<file path="src/rtl/bsm_pkg.sv">
package bsm_pkg;

    // Phase of the multiplication sequencer
    typedef enum logic [1:0] {
        PH_IDLE  = 2'd0,
        PH_MUL   = 2'd1,
        PH_DRAIN = 2'd2
    } phase_e;

    // Per-cycle command from the sequencer to the accumulator
    typedef struct packed {
        logic start;   // first multiplier bit: latch the multiplicand, clear the accumulator
        logic step;    // consume one multiplier bit
        logic drain;   // shift one high product bit out
    } acc_ctl_t;

    // Width of a counter that must hold the values 0..n
    function automatic int unsigned cnt_width(input int unsigned n);
        return (n < 2) ? 1 : $clog2(n + 1);
    endfunction

endpackage

</file>
<file path="src/rtl/bsm_hold.sv">
module bsm_hold #(
    parameter int W = 32
) (
    input  logic         clk,
    input  logic         rst,
    input  logic         ld,
    input  logic         din,
    input  logic         take,
    output logic [W-1:0] mc,
    output logic         full
);
    import bsm_pkg::*;

    localparam int CW = cnt_width(W);

    logic [W-1:0]  shreg_q;
    logic [CW-1:0] cnt_q;

    always_ff @(posedge clk) begin
        if (rst) begin
            shreg_q <= '0;
            cnt_q   <= '0;
        end else begin
            if (ld) begin
                shreg_q <= {din, shreg_q[W-1:1]};
            end
            if (take) begin
                cnt_q <= ld ? CW'(1) : '0;
            end else if (ld && (cnt_q != CW'(W))) begin
                cnt_q <= cnt_q + CW'(1);
            end
        end
    end

    assign mc   = shreg_q;
    assign full = (cnt_q == CW'(W));

endmodule

</file>
<file path="src/rtl/bsm_seq.sv">
module bsm_seq #(
    parameter int W = 32
) (
    input  logic              clk,
    input  logic              rst,
    input  logic              mul_en,
    input  logic              mc_full,
    output bsm_pkg::acc_ctl_t ctl,
    output bsm_pkg::phase_e   phase,
    output logic              busy,
    output logic              err
);
    import bsm_pkg::*;

    localparam int CW = cnt_width(W - 1);

    phase_e        ph_q, ph_d;
    logic [CW-1:0] cnt_q, cnt_d;
    logic          err_q, err_d;
    logic          at_last;

    assign at_last = (cnt_q == CW'(W - 1));

    always_comb begin
        ph_d      = ph_q;
        cnt_d     = cnt_q;
        err_d     = err_q;
        ctl       = '0;
        unique case (ph_q)
            PH_IDLE: begin
                if (mul_en) begin
                    if (mc_full) begin
                        ctl.start = 1'b1;
                        ctl.step  = 1'b1;
                        ph_d      = PH_MUL;
                        cnt_d     = CW'(1);
                    end else begin
                        err_d = 1'b1;
                    end
                end
            end
            PH_MUL: begin
                if (mul_en) begin
                    ctl.step = 1'b1;
                    if (at_last) begin
                        ph_d  = PH_DRAIN;
                        cnt_d = '0;
                    end else begin
                        cnt_d = cnt_q + CW'(1);
                    end
                end
            end
            PH_DRAIN: begin
                ctl.drain = 1'b1;
                if (mul_en) begin
                    err_d = 1'b1;
                end
                if (at_last) begin
                    ph_d  = PH_IDLE;
                    cnt_d = '0;
                end else begin
                    cnt_d = cnt_q + CW'(1);
                end
            end
            default: begin
                ph_d  = PH_IDLE;
                cnt_d = '0;
            end
        endcase
    end

    always_ff @(posedge clk) begin
        if (rst) begin
            ph_q  <= PH_IDLE;
            cnt_q <= '0;
            err_q <= 1'b0;
        end else begin
            ph_q  <= ph_d;
            cnt_q <= cnt_d;
            err_q <= err_d;
        end
    end

    assign phase = ph_q;
    assign busy  = (ph_q != PH_IDLE);
    assign err   = err_q;

endmodule

</file>
<file path="src/rtl/bsm_accum.sv">
module bsm_accum #(
    parameter int W = 32
) (
    input  logic              clk,
    input  logic              rst,
    input  bsm_pkg::acc_ctl_t ctl,
    input  logic              mbit,
    input  logic [W-1:0]      mc_new,
    output logic              pbit,
    output logic              pvld
);
    logic [W-1:0] mc_q;
    logic [W-1:0] acc_q;
    logic [W-1:0] mc_sel;
    logic [W-1:0] acc_base;
    logic [W-1:0] addend;
    logic [W:0]   sum;

    assign mc_sel   = ctl.start ? mc_new : mc_q;
    assign acc_base = ctl.start ? '0 : acc_q;

    // Partial product: the multiplicand gated by the current multiplier bit
    for (genvar i = 0; i < W; i++) begin : g_gate
        assign addend[i] = mc_sel[i] & mbit;
    end

    // Carry-out lands in sum[W] and is kept in the accumulator top
    assign sum = {1'b0, acc_base} + {1'b0, addend};

    always_ff @(posedge clk) begin
        if (rst) begin
            mc_q  <= '0;
            acc_q <= '0;
            pbit  <= 1'b0;
            pvld  <= 1'b0;
        end else begin
            pvld <= 1'b0;
            if (ctl.start) begin
                mc_q <= mc_new;
            end
            if (ctl.step) begin
                pbit  <= sum[0];
                acc_q <= sum[W:1];
                pvld  <= 1'b1;
            end else if (ctl.drain) begin
                pbit  <= acc_q[0];
                acc_q <= {1'b0, acc_q[W-1:1]};
                pvld  <= 1'b1;
            end
        end
    end

endmodule

</file>
<file path="src/rtl/serial_mult.sv">
module serial_mult #(
    parameter int W = 32
) (
    input  logic clk,
    input  logic rst,
    input  logic sdin,
    input  logic ld_mcand,
    input  logic mul_en,
    output logic prod_bit,
    output logic prod_vld,
    output logic busy,
    output logic err
);
    import bsm_pkg::*;

    acc_ctl_t     ctl;
    phase_e       phase;
    logic [W-1:0] mc_hold;
    logic         mc_full;
    logic         hold_ld;

    // A multiplier strobe claims the shared data bit
    assign hold_ld = ld_mcand & ~mul_en;

    bsm_hold #(.W(W)) u_hold (
        .clk  (clk),
        .rst  (rst),
        .ld   (hold_ld),
        .din  (sdin),
        .take (ctl.start),
        .mc   (mc_hold),
        .full (mc_full)
    );

    bsm_seq #(.W(W)) u_seq (
        .clk     (clk),
        .rst     (rst),
        .mul_en  (mul_en),
        .mc_full (mc_full),
        .ctl     (ctl),
        .phase   (phase),
        .busy    (busy),
        .err     (err)
    );

    bsm_accum #(.W(W)) u_acc (
        .clk    (clk),
        .rst    (rst),
        .ctl    (ctl),
        .mbit   (sdin),
        .mc_new (mc_hold),
        .pbit   (prod_bit),
        .pvld   (prod_vld)
    );

endmodule

</file>
<file path="config.mk">
export PLATFORM = sky130hd
export DESIGN_NAME = serial_mult
export DESIGN_NICKNAME = d
export VERILOG_FILES = /design/src/rtl/bsm_pkg.sv /design/src/rtl/bsm_hold.sv /design/src/rtl/bsm_seq.sv /design/src/rtl/bsm_accum.sv /design/src/rtl/serial_mult.sv
export SDC_FILE = /design/constraint.sdc
export NUM_CORES = 1
export LEC_CHECK = 0
export ABC_AREA = 0
export CORE_MARGIN = 4
export CORE_UTILIZATION = 40
export CTS_CLUSTER_DIAMETER = 80
export CTS_CLUSTER_SIZE = 20
export DETAILED_ROUTE_END_ITERATION = 6
export REMOVE_ABC_BUFFERS = 1
export SYNTH_ARGS = -nofsm -noshare
export SYNTH_HDL_FRONTEND = slang
export SYNTH_HIERARCHICAL = 1
export SYNTH_SLANG_ARGS = --single-unit
</file>
<file path="constraint.sdc">
create_clock -name clk -period 10.1 [get_ports clk]
set_input_delay 1.515 -clock clk [delete_from_list [all_inputs] [get_ports clk]]
set_output_delay 1.515 -clock clk [all_outputs]
set_load 0.01 [all_outputs]
</file>
# Yosys cells after proc, flatten, opt, wreduce, memory -nomap -nowiden
# Index checks and enable logic that the tools add are counted.
# word_totals
word_cells	99
regBits	112
# op_classes
n_eq_ne	12
bitwise_logic	34
n_mux	32
n_addsub	3
n_reduce_logical	9
# ops
operator	count
$mux 32	4
$add 32x32->33	1
$and 1x1->1	33
$mux 5	4
$pmux 5 s3	1
$mux 2	7
$mux 6	2
$mux 1	11
$ne 2x2->1 const B	5
$reduce_bool 2->1	4
$add 6x1->6 const B	1
$eq 6x6->1 const B	1
$ne 6x6->1 const B	1
$pmux 2 s3	1
$add 5x1->5 const B	1
$eq 5x5->1 const B	1
$reduce_and 5->1	1
$ne 2x1->1 const B	2
$pmux 1 s2	2
$reduce_and 4->1	1
$reduce_and 3->1	1
$eq 2x1->1 const B	1
$eq 2x2->1 const B	1
$logic_not 2->1	1
other kinds (2)	2

# Depth between registers and ports, before layout
# Gate-level depths: netlist of run 1.
# depth
ltp_word	8
ltp_mapped	19
ltp_nobuf	17

# Cells and area by module
# The synthesis of run 1 kept the hierarchy.
# by_module_without_submodules
module	seq_area_each_um2	cells_per_inst	n_inst	area_per_inst_um2
bsm_accum	1321.3	589	1	4907.2
bsm_hold	760.7	143	1	1443.9
bsm_seq	160.2	64	1	555.5
serial_mult	0.0	1	1	13.8

# Worst setup path after synthesis of run 1
# No wires, ideal clock.
# synth_timing
path_type	input to register
start	input port mul_en
end	register u_acc.acc_q[29]
path_slack_ns	5.111
arrival_ns	4.898
t_required_ns	10.009
setup_ns	0.091
cell_stages	15
cell_sequence	and3_1 > clkbuf_1 > clkbuf_1 > mux2i_1 > nor2b_1 > ha_1 > fa_1 > a21oi_1 > nand4b_1 > a21oi_1 > nor2_1 > o31a_1 > a211oi_2 > or3_1 > a311oi_1
# synth_via
elab_chain_cells	6
word_cells_on_any_way	40
classes_between	add/sub (1); mux (7); bitwise (31); reduce/logical (1)
# synth_rtl
element	line	text
start: declaration	serial_mult.sv:8	input logic mul_en,
$mux 2	bsm_seq.sv:31	if (mul_en) begin
$mux 1	bsm_seq.sv:29	unique case (ph_q)
$mux 32	--	
$and 1x1->1	bsm_accum.sv:24	assign addend[i] = mc_sel[i] & mbit;
$add 32x32->33	bsm_accum.sv:28	assign sum = {1'b0, acc_base} + {1'b0, addend};
$mux 32	bsm_accum.sv:41	if (ctl.step) begin
end signal: assignment	bsm_accum.sv:43	acc_q <= sum[W:1];
end signal: assignment	bsm_accum.sv:47	acc_q <= {1'b0, acc_q[W-1:1]};
end: declaration	bsm_accum.sv:13	logic [W-1:0] acc_q;
# Parallel ways exist; a longest one is shown, timed or not.
# A chain may end at the register's enable or synchronous reset.

==> metrics, run 1 <==
Post-CTS Setup Inserts=0; Cells after Synth=797; # hold bufs at CTS=0; Yosys reg bits=approximately 110; hold crit path type=reg -> reg; WP data arrival=approximately 6000 ps; area growth from synthesis to layout=6.56%; DIE AREA=~20000 µm²; cell area after synthesis=approximately 6900 µm²; All-Layer GR Usage=0.164; DRC marker count from the first detailed-route iteration=291; worst skew pair latency=between 300 and 400 ps; via-per-instance ratio=roughly 5.4; Fin. Hold Viols=0; Lkg Pwr=~2.8 nW; WL per Instance=about 15 µm; DP Wirelength=10.3 mm; routability cong.=around 0.85; diode count=0; Req. time, crit path=between 10000 and 15000 ps; Setup Crit Path Kind=in -> reg; cts repair resizes=0; post-synthesis sequential area ratio=0.324; Fill cells=about 1700; Setup Viol. Count Final=0; layout cells sized above 1=0.0671; most common cell after layout, fill and taps aside=dfxtp_1; Routed WL=roughly 15 mm; critical path peak fanout=between 70 and 80; clock skew=~12 ps; setup ws final=4400 ps; final setup TNS=0 ps; minimum clock period=roughly 5700 ps; top_reg_cell synth=dfxtp_1; Die Ht=approximately 140 µm; CP endpoint kind=flop; hold slack=roughly 450 ps; DRT Pass-1 Iters=5; Top Ports=9; initial antenna violation count=0; Synth Area per Inst=just under 9 µm²; Unique masters post-synth=77; power per cell area=112 nW/µm²; most frequent cells in the layout=112 x dfxtp_1, 102 x nor2_1, 87 x mux2i_1; CTS Buf Count=9; worst vdd ir=roughly 0.10 mV; FFs w/ async S/R, synth=0; post-place setup slack=4010 ps; largest net degree at the start of global routing=72; max cap viols=0; CTS root buf=clkbuf_16; Residual DRC=0; Sink Count=112; Starting Density=0.413; CTS clk-pin slew, worst paths=80 ps; worst slew pin tran=just over 1000 ps; vias post-DR=between 5000 and 6000; RSZ-0062 raised after global routing=no; number of synthesized flops with an enable pin=0; outcome=finished clean; TritonCTS clock tree=done; Buffers on Ports=8; CTS max path bufs=2; vias in the first global route=~5300; pins over their slew limit=0; Core Rows=47; Final #Nets=just over 800; Die X=between 100 and 150 µm; FF-to-FF setup slack=about 5200 ps; core area=~17000 µm²; Rel. slew slack=0.318; fmax=roughly 0.18 GHz; grt total ovfl=0; Worst setup SP type=input port; first-pass GRT wire length=26.7 mm; H-Tree Depth=3; Syn. warnings=6; fin crit share=0.565; number of nets with antenna violations after routing=0
## routing by layer
metal | GRT usage | part of all wire | wire, µm
met1 | 0.232 | 0.52 | 7960
met2 | 0.251 | 0.42 | 6490
met3 | 0.0384 | 0.040 | 615
met4 | 0.0433 | 0.015 | 233
met5 | 0 | 0 | 0
## synth_stat cells (all sizes together) (5+ instances only)
master  number  area share
a211oi      40       0.046
a21boi       5      0.0065
a21o        18       0.020
a21oi       34       0.026
and2         6      0.0054
and3         6      0.0061
buf         16       0.016
clkbuf      35       0.019
dfxtp      112        0.32
ha          41       0.074
inv         24       0.013
mux2i       87        0.13
nand2       33       0.018
nand2b       6      0.0054
nand3        8      0.0058
nand4       13       0.013
nor2       102       0.055
nor2b       85       0.078
nor3        11      0.0080
o21ai       24       0.018
o22ai        5      0.0045
xnor2       13       0.016
xor2         9       0.011
## stage by stage
| step | cells | util | power [W] | instance area, µm² |
|---|---|---|---|---|
| floorplan | 746 | - | 0.000465 | 6680 |
| global placement | 979 | 0.422 | 0.000479 | 7080 |
| detailed placement | 979 | 0.422 | 0.000479 | 7080 |
| CTS | 995 | 0.440 | 0.000842 | 7370 |
| global route | 995 | 0.440 | 0.000865 | 7370 |
| finish | 995 | 0.440 | 0.000827 | 7370 |
## power by group
part | internal (W) | switching, W | leakage [nW]
sequential | 0.000442 | 0.000000830 | 0.902
combinational | 0.00000895 | 0.0000163 | 1.76
clock | 0.000180 | 0.000179 | 0.144
total | 0.000631 | 0.000196 | 2.81
## critical path, stage by stage
cell,delay (ps)
clkdlybuf4s50_1,680
and3_4,940
mux2i_1,320
nor2b_1,80
ha_1,210
fa_1,410
a21oi_1,240
nand4b_1,170
a21oi_1,80
nor2_1,320
o31a_1,290
a211oi_2,110
or3_1,350
a311oi_1,240
## final timing paths
path / endpoint / from / cells past startpoint
max: u_acc/acc_q[29]$_SDFFE_PP0P_ / mul_en / 14
min: u_seq/err$_SDFFE_PP0P_ / u_seq/err$_SDFFE_PP0P_ / 2
max reg2reg: u_acc/acc_q[29]$_SDFFE_PP0P_ / u_hold/cnt_q[2]$_SDFFE_PP0P_ / 15
min reg2reg: u_seq/err$_SDFFE_PP0P_ / u_seq/err$_SDFFE_PP0P_ / 2
## area by class of cell
| type | count | area [µm²] | share of cell area |
|---|---|---|---|
| sequential | 112 | 2240 | 0.304 |
| timing repair buffer | 13 | 115 | 0.0156 |
| multi-input combinational | 610 | 4360 | 0.591 |
| tap | 220 | 275 | 0.0373 |
| clock inverter | 6 | 57.6 | 0.00780 |
| clock buffer | 10 | 239 | 0.0324 |
| inverter | 24 | 90.1 | 0.0122 |
## sequential cells by signal, summed over array words and instances, names as in the netlist
register      flops
u_hold/mc        32
u_acc/acc_q      32
u_acc/pvld        1
u_acc/pbit        1
u_seq/err         1
u_seq/phase       2
u_acc/mc_q       32
u_hold/cnt_q      6
u_seq/cnt_q       5
## logic make-up (layout without fill, tap and decap cells)
logic type | after synthesis | count (layout) | share of synthesized area
fa+ha+maj | 42 | 42 | 0.0770
buf+inv | 75 | 53 | 0.0477
xor+xnor | 22 | 22 | 0.0278
mux | 87 | 87 | 0.126
simple gates | 292 | 292 | 0.221
compound gates | 167 | 167 | 0.177
flops | 112 | 112 | 0.324
Note: power is estimated with default switching activity, not from simulation.
==> run 2, diff against run 1 <==
==> constraint.sdc (replaced) <==
create_clock -name clk -period 5.3 [get_ports clk]
set_input_delay 0.795 -clock clk [delete_from_list [all_inputs] [get_ports clk]]
set_output_delay 0.795 -clock clk [all_outputs]
set_load 0.01 [all_outputs]
==> metrics, run 2 (synthesized netlist as in run 1, its figures left out) <==
outcome=finished clean (unchanged); most frequent cells in the layout=112 x dfxtp_1, 102 x nor2_1, 87 x mux2i_1 (unchanged); setup ws final=969 ps (was 4400 ps); Buffers on Ports=8 (unchanged); minimum clock period=around 4300 ps; critical-path cell list=or3b_4, nor2_1, buf_4, and3_4, mux2i_1, nor2b_1, ha_1, fa_1, a21oi_1, nand4b_1, a21oi_1, nor2_1, o31a_1, a211oi_2, or3_1, a311oi_1 (was clkdlybuf4s50_1, and3_4, mux2i_1, nor2b_1, ha_1, fa_1, a21oi_1, nand4b_1, a21oi_1, nor2_1, o31a_1, a211oi_2, or3_1, a311oi_1); initial antenna violation count=0 (unchanged); Rel. slew slack=0.453 (was 0.318); worst r2r path cells=16 (was 15); Residual DRC=0 (unchanged); Die X=140 µm (unchanged); DRC marker count from the first detailed-route iteration=268 (was 291); worst skew pair latency=350 ps (was 360 ps); grt total ovfl=0 (unchanged); TritonCTS clock tree=done (unchanged); CTS max path bufs=2 (unchanged); cts repair resizes=0 (unchanged); worst path bufs/invs=1 (unchanged); max cap viols=0 (unchanged); fin crit share=0.817; H-Tree Depth=3 (unchanged); vias in the first global route=5196 (was 5279); RSZ-0062 raised after global routing=no (unchanged); worst slew pin tran=821 ps (was 1020 ps); critical path depth in cells=16 (was 14); All-Layer GR Usage=0.159 (was 0.164); Setup Crit Path Kind=reg -> reg (was in -> reg); hold crit path type=reg -> reg (unchanged); vias post-DR=5404 (was 5409); fmax=~0.23 GHz; cell family with most CP delay=simple AND/OR/NAND/NOR gates (unchanged); Starting Density=0.413 (unchanged); CP max stage delay=490 ps (was 940 ps); power per cell area=217 nW/µm² (was 112 nW/µm²); Sink Count=112 (unchanged); FF-to-FF setup slack=970 ps (was 5170 ps); DP Wirelength=10.6 mm (was 10.3 mm); Fill cells=1659 (was 1688); Final #Nets=821 (was 817); CP endpoint kind=flop (unchanged); clock skew=5.71 ps (was 12.0 ps); WL per Instance=15.4 µm (about the same); Die Ht=140 µm (unchanged); Top Ports=9 (unchanged); Post-CTS Setup Inserts=0 (unchanged); DRT Pass-1 Iters=5 (unchanged); FF-to-FF End=u_acc/acc_q[29]$_SDFFE_PP0P_ (unchanged); CTS Buf Count=9 (unchanged); crit path from=u_hold/cnt_q[2]$_SDFFE_PP0P_ (was mul_en); Worst setup SP type=flop (was input port); pins over their slew limit=0 (unchanged); first-pass GRT wire length=26.1 mm (was 26.7 mm); Lkg Pwr=2.84 nW (was 2.81 nW); most common cell after layout, fill and taps aside=dfxtp_1 (unchanged); Critical Path Slowest Stage Cell=and3_4 (unchanged); critical path peak fanout=31 (was 71); via-per-instance ratio=5.42 (was 5.44); final setup TNS=0 ps (unchanged); R2R Path Start=u_hold/cnt_q[2]$_SDFFE_PP0P_ (unchanged); post-place setup slack=682 ps (was 4010 ps); number of nets with antenna violations after routing=0 (unchanged); Core Rows=47 (unchanged); CP Capture Point=u_acc/acc_q[29]$_SDFFE_PP0P_ (unchanged); DIE AREA=19500 µm² (unchanged); layout cells sized above 1=0.0695 (was 0.0671); CTS clk-pin slew, worst paths=70 ps (was 80 ps); # hold bufs at CTS=0 (unchanged); CTS root buf=clkbuf_16 (unchanged); Setup Viol. Count Final=0 (unchanged); diode count=0 (unchanged); worst vdd ir=0.146 mV (was 0.103 mV); core area=16800 µm² (unchanged); Fin. Hold Viols=0 (unchanged); largest net degree at the start of global routing=78 (was 72); Routed WL=15.4 mm (was 15.3 mm); Req. time, crit path=5560 ps (was 10370 ps); routability cong.=0.845 (was 0.848); area growth from synthesis to layout=7.32% (was 6.56%); WP data arrival=4600 ps (was 5970 ps)
## run 2: layout make-up
| type | instances | area [µm²] | area share |
|---|---|---|---|
| Inverter | 24 | 90.1 | 0.0121 |
| Sequential cell | 112 | 2240 | 0.302 |
| Tap cell | 220 | 275 | 0.0371 |
| Clock inverter | 5 | 81.3 | 0.0110 |
| Timing Repair Buffer | 17 | 158 | 0.0212 |
| Clock buffer | 9 | 225 | 0.0303 |
| Multi-Input combinational cell | 610 | 4360 | 0.586 |
## run 2: worst min path at each step
stage,from,end,depth (start not counted)
6_report,u_seq/err$_SDFFE_PP0P_,u_seq/err$_SDFFE_PP0P_,2
5_1_grt,u_seq/cnt_q[4]$_SDFFE_PP0P_,u_seq/cnt_q[4]$_SDFFE_PP0P_,2
4_1_cts,u_seq/err$_SDFFE_PP0P_,u_seq/err$_SDFFE_PP0P_,2
3_5_place_dp,u_seq/err$_SDFFE_PP0P_,u_seq/err$_SDFFE_PP0P_,2
3_3_place_gp,u_seq/err$_SDFFE_PP0P_,u_seq/err$_SDFFE_PP0P_,2
2_1_floorplan,u_seq/cnt_q[4]$_SDFFE_PP0P_,u_seq/cnt_q[4]$_SDFFE_PP0P_,2
## run 2: worst register-to-register path: stages, from the launching register on
cell and delay, ps:
dfxtp_1 350, or3b_4 440, nor2_1 100, buf_4 140, and3_4 490, mux2i_1 290, nor2b_1 70, ha_1 210
fa_1 400, a21oi_1 210, nand4b_1 160, a21oi_1 80, nor2_1 300, o31a_1 290, a211oi_2 120, or3_1 350
a311oi_1 250
## run 2: through the flow
| step | instance area, µm² | hold slack (ps) | cells | utilization | total power, W |
|---|---|---|---|---|---|
| floorplan | 6680 | 448 | 746 | - | 0.000886 |
| global placement | 7120 | 436 | 983 | 0.425 | 0.000914 |
| detailed placement | 7120 | 444 | 983 | 0.425 | 0.000914 |
| CTS | 7430 | 455 | 997 | 0.443 | 0.00164 |
| global route | 7430 | 520 | 997 | 0.443 | 0.00167 |
| finish | 7430 | 452 | 997 | 0.443 | 0.00161 |
## run 2: layer usage
layer	track usage	up-vias	wire (µm)
met5	0	-	0
met4	0.0403	0	229
met3	0.0343	16	449
met2	0.248	68	6750
met1	0.226	2533	7940
li1	-	2787	-
## run 2: where the power goes
group,switching [W],internal (W),leakage [nW]
Clock,0.000308,0.000410,0.148
Sequential,0.00000149,0.000843,0.902
Combinational,0.0000321,0.0000176,1.79
Total,0.000342,0.00127,2.84
